`config.mk`:
```
export PLATFORM = sky130hd
export DESIGN_NAME = uart_irq_prio
export DESIGN_NICKNAME = d
export VERILOG_FILES = /design/src/rtl/uirq_pkg.sv /design/src/rtl/uirq_enable_reg.sv /design/src/rtl/uirq_pending.sv /design/src/rtl/uirq_encoder.sv /design/src/rtl/uart_irq_prio.sv
export SDC_FILE = /design/constraint.sdc
export NUM_CORES = 1
export LEC_CHECK = 0
export CORE_MARGIN = 3
export CORE_UTILIZATION = 30
export DETAILED_ROUTE_END_ITERATION = 12
export PLACE_DENSITY = 0.75
export SLEW_MARGIN = 5
export SYNTH_ARGS = -nofsm -noshare
export SYNTH_HDL_FRONTEND = slang
export SYNTH_SLANG_ARGS = --single-unit
```
`constraint.sdc`:
```
create_clock -name clk -period 1.4 [get_ports clk]
set_input_delay 0.28 -clock clk [delete_from_list [all_inputs] [get_ports clk]]
set_output_delay 0.28 -clock clk [all_outputs]
set_load 0.01 [all_outputs]
```
`src/rtl/uirq_pkg.sv`:
```
// Package: shared constants for the UART interrupt priority logic.
// Assumes five causes; the vector positions below are relied on by the
// neighbouring receive, transmit and modem logic.
package uirq_pkg;
    localparam int NSRC   = 5;
    localparam int DW     = 8;
    localparam int EN_W   = 4;

    // cause positions in strobe, pending and enable vectors
    localparam int S_RXD  = 0;
    localparam int S_TXE  = 1;
    localparam int S_LERR = 2;
    localparam int S_MDM  = 3;
    localparam int S_TMO  = 4;

    // identification nibbles
    localparam logic [3:0] ID_LERR = 4'h6;
    localparam logic [3:0] ID_TMO  = 4'hC;
    localparam logic [3:0] ID_RXD  = 4'h4;
    localparam logic [3:0] ID_TXE  = 4'h2;
    localparam logic [3:0] ID_MDM  = 4'h0;
    localparam logic [3:0] ID_NONE = 4'h1;

    // priority rank, index 0 is highest
    typedef struct packed {
        logic [2:0] src;
        logic [3:0] code;
    } rank_t;

    function automatic rank_t rank_at(input int idx);
        rank_t r;
        case (idx)
            0: r = '{src: 3'(S_LERR), code: ID_LERR};
            1: r = '{src: 3'(S_TMO),  code: ID_TMO};
            2: r = '{src: 3'(S_RXD),  code: ID_RXD};
            3: r = '{src: 3'(S_TXE),  code: ID_TXE};
            default: r = '{src: 3'(S_MDM), code: ID_MDM};
        endcase
        return r;
    endfunction
endpackage

```
`src/rtl/uirq_enable_reg.sv`:
```
// Module: enable register with the implicit timeout enable.
// Assumes en_wr is a one-cycle strobe. Produces the five-bit enable mask and
// a re-arm pulse for transmit-empty when written while the TX FIFO is empty.
module uirq_enable_reg
    import uirq_pkg::*;
(
    input  logic            clk,
    input  logic            rst_n,
    input  logic            en_wr,
    input  logic [DW-1:0]   en_wdata,
    input  logic            fifo_on,
    input  logic            tx_fifo_empty,
    output logic [NSRC-1:0] en_mask,
    output logic            txe_rearm,
    output logic [DW-1:0]   en_rdata
);
    logic [EN_W-1:0] en_q;
    logic            tmo_en_q;

    // register the software enables and the derived timeout enable
    always_ff @(posedge clk) begin
        if (!rst_n) begin
            en_q     <= '0;
            tmo_en_q <= 1'b0;
        end else if (en_wr) begin
            en_q     <= en_wdata[EN_W-1:0];
            tmo_en_q <= fifo_on & en_wdata[S_RXD];
        end
    end

    // assemble the mask, readback and re-arm pulse
    always_comb begin
        en_mask        = '0;
        en_mask[EN_W-1:0] = en_q;
        en_mask[S_TMO] = tmo_en_q;
        en_rdata       = {{(DW-EN_W){1'b0}}, en_q};
        txe_rearm      = en_wr & en_wdata[S_TXE] & tx_fifo_empty;
    end

    assert_en_write_R2: assert property (@(posedge clk) disable iff (!rst_n)
        en_wr |=> (en_rdata[EN_W-1:0] == $past(en_wdata[EN_W-1:0])));

    assert_tmo_off_R8: assert property (@(posedge clk) disable iff (!rst_n)
        (en_wr && !fifo_on) |=> !en_mask[S_TMO]);
endmodule

```
`src/rtl/uirq_pending.sv`:
```
// Module: pending-cause latch.
// Assumes strobes are one-cycle pulses. Set wins over every clear source in
// the same cycle; the identification read retires transmit-empty only when
// txe_reported is high.
module uirq_pending
    import uirq_pkg::*;
(
    input  logic            clk,
    input  logic            rst_n,
    input  logic [NSRC-1:0] src_set,
    input  logic [NSRC-1:0] src_clr,
    input  logic            id_rd,
    input  logic            txe_reported,
    input  logic            txe_rearm,
    output logic [NSRC-1:0] pend
);
    logic [NSRC-1:0] pend_q;
    logic [NSRC-1:0] pend_d;

    // next-state: clears first, then the read side effect, then all sets
    always_comb begin
        pend_d = pend_q & ~src_clr;
        if (id_rd && txe_reported) pend_d[S_TXE] = 1'b0;
        if (txe_rearm)             pend_d[S_TXE] = 1'b1;
        pend_d = pend_d | src_set;
    end

    // hold the pending flags
    always_ff @(posedge clk) begin
        if (!rst_n) pend_q <= '0;
        else        pend_q <= pend_d;
    end

    assign pend = pend_q;

    assert_set_wins_R10: assert property (@(posedge clk) disable iff (!rst_n)
        (src_set != '0) |=> ((pend & $past(src_set)) == $past(src_set)));

    assert_clr_alone_R11: assert property (@(posedge clk) disable iff (!rst_n)
        (src_clr[S_MDM] && !src_set[S_MDM]) |=> !pend[S_MDM]);

    assert_read_retire_R5: assert property (@(posedge clk) disable iff (!rst_n)
        (id_rd && txe_reported && !src_set[S_TXE] && !txe_rearm) |=> !pend[S_TXE]);

    assert_rearm_R7: assert property (@(posedge clk) disable iff (!rst_n)
        txe_rearm |=> pend[S_TXE]);
endmodule

```
`src/rtl/uirq_encoder.sv`:
```
// Module: fixed-rank priority encoder.
// Assumes the enabled-pending vector is registered upstream; output is
// purely combinational. Walks the rank list from lowest to highest so the
// highest enabled cause overwrites the result last.
module uirq_encoder
    import uirq_pkg::*;
(
    input  logic [NSRC-1:0] live,
    output logic [3:0]      code,
    output logic            any
);
    // pick the code of the highest-ranked live cause
    always_comb begin
        code = ID_NONE;
        for (int i = NSRC - 1; i >= 0; i--) begin
            if (live[rank_at(i).src]) code = rank_at(i).code;
        end
        any = |live;
    end
endmodule

```
`src/rtl/uart_irq_prio.sv`:
```
// Module: top of the UART interrupt identification and priority logic.
// Assumes register strobes come from a bus decoder one cycle wide. The
// identification byte and irq are combinational from registered state.
module uart_irq_prio
    import uirq_pkg::*;
(
    input  logic            clk,
    input  logic            rst_n,
    input  logic [NSRC-1:0] src_set,
    input  logic [NSRC-1:0] src_clr,
    input  logic            en_wr,
    input  logic [DW-1:0]   en_wdata,
    output logic [DW-1:0]   en_rdata,
    input  logic            id_rd,
    output logic [DW-1:0]   id_rdata,
    input  logic            fifo_on,
    input  logic            tx_fifo_empty,
    input  logic            op2,
    output logic            irq
);
    logic [NSRC-1:0] en_mask;
    logic [NSRC-1:0] pend;
    logic [NSRC-1:0] live;
    logic            txe_rearm;
    logic [3:0]      code;
    logic            any;
    logic            txe_reported;

    uirq_enable_reg u_en (
        .clk(clk), .rst_n(rst_n), .en_wr(en_wr), .en_wdata(en_wdata),
        .fifo_on(fifo_on), .tx_fifo_empty(tx_fifo_empty),
        .en_mask(en_mask), .txe_rearm(txe_rearm), .en_rdata(en_rdata)
    );

    uirq_pending u_pend (
        .clk(clk), .rst_n(rst_n), .src_set(src_set), .src_clr(src_clr),
        .id_rd(id_rd), .txe_reported(txe_reported), .txe_rearm(txe_rearm),
        .pend(pend)
    );

    // mask pending causes with their enables
    always_comb live = pend & en_mask;

    uirq_encoder u_enc (.live(live), .code(code), .any(any));

    // form identification byte, report flag and gated request
    always_comb begin
        txe_reported = (code == ID_TXE);
        id_rdata     = {fifo_on, fifo_on, 2'b00, code};
        irq          = op2 & any;
    end

    assert_lerr_top_R3: assert property (@(posedge clk) disable iff (!rst_n)
        (pend[S_LERR] && en_mask[S_LERR]) |-> (id_rdata[3:0] == ID_LERR));

    assert_masked_R4: assert property (@(posedge clk) disable iff (!rst_n)
        ((pend & en_mask) == '0) |-> (id_rdata[3:0] == ID_NONE));

    assert_irq_gate_R9: assert property (@(posedge clk) disable iff (!rst_n)
        (op2 && id_rdata[3:0] != ID_NONE) |-> irq);

    assert_irq_quiet_R9: assert property (@(posedge clk) disable iff (!rst_n)
        (id_rdata[3:0] == ID_NONE) |-> !irq);
endmodule

```
[Word-level counts from Yosys, hierarchy flattened]
Index checks and enable logic that the tools add are counted.
Word-level totals
  logic and storage cells: 21
  register bits after elaboration: 10
Operators by class
  reduce and logical (&&, ||, !) cells: 2
  equality and inequality tests: 1
  muxes and demuxes: 7
  bitwise logic cells: 8
Operators with widths (number)
  $mux W4: 4
  $and A5 B5 Y5: 2
  $not A5 Y5: 1
  $or A5 B5 Y5: 1
  $reduce_or A5 Y1: 1
  $and A1 B1 Y1: 4
  $eq A4 B2 Y1 const B: 1
  $mux W1: 3
  $logic_and A1 B1 Y1: 1

[Depth between registers and ports, before layout]
  depth after elaboration: 11
  mapped depth: 3

[By module]
A second synthesis with hierarchy kept.
Unflattened totals
  cells, all modules: 62
  area, all modules: 579.3 um^2
Modules (own cells, without submodules)
  uirq_enable_reg: cells an instance 28, instances 1, area each 272.8 um^2
  uirq_pending: cells an instance 16, instances 1, area each 180.2 um^2
  uart_irq_prio: cells an instance 12, instances 1, area each 86.3 um^2
  uirq_encoder: cells an instance 6, instances 1, area each 40.0 um^2

[Worst setup path before layout]
No wires, ideal clock.
  path kind: register -> output
  start point: reg u_en.en_q[0]
  end point: out irq
  path buffers: 0
  required time: 1.120 ns
  path slack: 0.039 ns
  stages on the path, launching flop included: 4
  data arrival time: 1.081 ns
  path through: dfxtp_1 > a222oi_1 > and3_2 > nor2b_1
On the way
  cells in the longest elaborated chain, start to end: 3
RTL lines
  start: declaration: RTL line uirq_enable_reg.sv:17  | logic [EN_W-1:0] en_q;
  start signal: assignment: RTL line uirq_enable_reg.sv:26  | en_q <= en_wdata[EN_W-1:0];
  $and A5 B5 Y5: RTL line uart_irq_prio.sv:42  | always_comb live = pend & en_mask;
  $reduce_or A5 Y1: RTL line uirq_encoder.sv:18  | any = |live;
  $and A1 B1 Y1: RTL line uart_irq_prio.sv:50  | irq = op2 & any;
  end: declaration: RTL line uart_irq_prio.sv:19  | output logic irq
Every way passes these cells.

[Worst setup path after layout]
  start point: reg u_pend.pend_q[4] (netlist: u_pend.pend[4])
  end point: out irq
On the way
  cells in the longest elaborated chain, start to end: 3
RTL lines
  start: declaration: RTL line uirq_pending.sv:17  | logic [NSRC-1:0] pend_q;
  start signal: assignment: RTL line uirq_pending.sv:31  | else pend_q <= pend_d;
  $and A5 B5 Y5: RTL line uart_irq_prio.sv:42
  $reduce_or A5 Y1: RTL line uirq_encoder.sv:18
  $and A1 B1 Y1: RTL line uart_irq_prio.sv:50
Every way passes these cells.

==> key figures <==
Timing
  – Fmax: 0.5626 GHz
  – RSZ-0062 raised after global routing: yes
  – Period minus WS final: 1.778 ns
  – Fin worst setup slack: -0.3776 ns
  – Clock Skew: 0.004906 ns
  – Setup violators final: 4
  – Max-slew violation count: 0
  – Hold Vio Cnt, Final: 0
  – Tcrit/Tclk final: 127.0%
  – Fin Setup TNS: -0.9729 ns

Floorplan
  – Core Footprint: 0.001541 mm²
  – Initial Utilization: 32.39%
  – I/O pin count: 42
  – Die height: 46.80 µm
  – Core Rows: 14
  – Die Footprint: 0.002190 mm²
  – Die outline width: 46.80 µm

CTS
  – Root Buffer: clkbuf_4
  – CTS tree: built
  – H-tree depth: 1
  – Clk pin slew, worst setup/hold paths: 0.07 ns
  – Clock sinks: 10
  – CTS Buffer Depth: 2
  – Num CTS Buffers: 3
  – Clk Latency, worst-skew pair: 0.27 ns

Final layout
  – Finished Layout Cells: 113
  – Most frequent cells in the layout: clkdlybuf4s50_1, buf_4, nor2b_1
  – N_diodes: 0
  – Layout cells sized above 1: 27.84%
  – Area grow syn2layout: 79.20%
  – Leading cell type in the layout, fill and taps excluded: clkdlybuf4s50_1
  – Nets: 123

Min path
  – Hold crit path type: reg2reg

Logic synthesis
  – Post-synth EDFFs: 0
  – Post-synth top flop: dfxtp_1
  – Distinct cells, synth: 18
  – Synth area leader: dfxtp_1
  – Yosys top cell area share: 40.10%
  – Mapped cell area: 499.2 µm²
  – FFs w/ async S/R, synth: 0%
  – Sequential fraction of the synthesis area: 40.10%
  – Mapped Avg Cell Area: 9.077 µm²
  – Flip-flop and latch count after synthesis: 10
  – Area contributors post-synth: dfxtp_1, buf_4, nor2b_1
  – Mapped Cells: 55
  – Yosys warning total: 0

Critical path
  – Setup crit end kind: output port
  – Critical path launch point type: flip-flop
  – Worst path max stage delay: 0.41 ns
  – Crit-path cells: a222oi_1 -> buf_4 -> and3_4 -> nor2b_1 -> buf_2
  – Critical Path RT: 1.12 ns
  – CP max FO: 2
  – Slowest-stage cell, CP: a222oi_1
  – WS Path Type: reg2out
  – Crit path DAT: 1.50 ns
  – Buf/Inv on CP: 2
  – Cell family with most CP delay: compound AO/OA/AOI/OAI gates

Pwr
  – Reg power frac: 41.0%
  – Internal power: 0.0005784 W
  – Sw frac: 24.14%
  – Tot Pwr: 0.0007624 W
  – VDD IR max: 0.4354 mV
  – Pleak: 0.4239 nW
  – Comb power frac: 24.3%
  – Clock Power Share: 34.7%
  – P per Cell Area: 852.3 mW/mm²
  – Switching power: 0.0001841 W

GRT
  – GRT Total Usage: 13.18%
  – Gr ovfl total: 0
  – Initial antenna violation count: 0
  – First-pass GRT wire length: 1.952 mm
  – Number of global-route vias before repair: 458
  – Largest net degree at the start of global routing: 11

Route
  – Via Count: 522
  – Final ANT Viol Nets: 0
  – DRC: 0
  – Routed wire length: 1.350 mm
  – 1st-pass router iterations: 4
  – Routed len/inst: 11.95 µm
  – Vias per cell: 4.619
  – 1st-iter DRT viols: 6

Run status
  – Status: finished with violations
  – Failing checks: negative setup slack

Placed design
  – Port buffer count: 31
  – Placed cell count: 108
  – Hpwl dp: 1.065 mm
  – GPL Wtd Cong: 0.7983
  – Place WS: -0.3643 ns

Flow run
  – Max_cap viols: 0
[registers in the layout, summed over array words and instances, names as in the netlist]
register       count
u_en.en_q          4
u_en.tmo_en_q      1
u_pend.pend        5
[worst register-to-register path, stage by stage, from the launching register on]
cell	delay, ns
dfxtp_2	0.32
a222oi_1	0.41
buf_4	0.19
a311oi_1	0.09
o31a_1	0.24
[path summary, 6_finish.rpt]
path | from | cells past startpoint | to | slack, ns
setup reg to reg | u_pend.pend[4] | 4 | u_pend.pend[1] | 0.03
setup / recovery | u_pend.pend[4] | 5 | irq | -0.38
hold reg to reg | u_pend.pend[3] | 2 | u_pend.pend[3] | 0.59
hold / removal | u_pend.pend[3] | 2 | u_pend.pend[3] | 0.59
[Yosys cell counts, types with 2 or more instances]
cell / count
dfxtp_1: 10
and3_1: 2
buf_4: 8
o21a_1: 4
mux2i_1: 4
nand3_1: 2
clkbuf_1: 2
inv_1: 2
nor2b_1: 9
nand2_1: 4
[what timing repair did]
item / 4_1_cts / 5_1_grt
pin swaps: 5 / 3
gates resized for setup: 30 / 3
setup endpoints to repair: 11 / 6
setup buffers: 1 / 0
hold buffers: 0 / 0
[stage by stage]
stage,cell area [µm²],hold WS [ns],utilization [%]
floorplan,518.0,0.4038,-
global placement,863.3,0.5615,56.01
detailed placement,863.3,0.5752,56.01
CTS,885.9,0.5969,57.47
global route,894.6,0.5947,58.04
finish,894.6,0.5874,58.04
[layer usage]
metal / vias to the layer above / wire length, µm / track usage (%)
met5: - / 0 / 0
met4: 0 / 0 / 8.287
met3: 0 / 127 / 4.981
met2: 27 / 677 / 21.41
met1: 236 / 544 / 14.39
li1: 259 / - / -
[cell type report]
class                      count  area (µm²)
fill                         145       646.9
tap                           16       20.02
timing repair buffer          43       374.1
sequential                    10       202.7
inverter                       2       7.507
clock buffer                   4       36.28
multi-input combinational     38       254.0
[power groups by stage]
stage / Sequential (W) / Combinational, W / Clock [W]
4_1_cts: 0.000313 / 0.000183 / 0.000271
5_1_grt: 0.000314 / 0.000201 / 0.000282
3_5_place_dp: 0.000318 / 0.000191 / 0
3_3_place_gp: 0.000317 / 0.000188 / 0
6_report: 0.000313 / 0.000185 / 0.000264
2_1_floorplan: 0.000323 / 0.0000735 / 0
[cells by family after synthesis]
logic type	Yosys count	synth area share, %
simple gates	19	21.55
buf+inv	12	15.04
flops	10	40.10
compound gates	9	14.54
mux	4	8.020
other cells	1	0.7512
No activity file was read; power rests on OpenSTA's default activity.
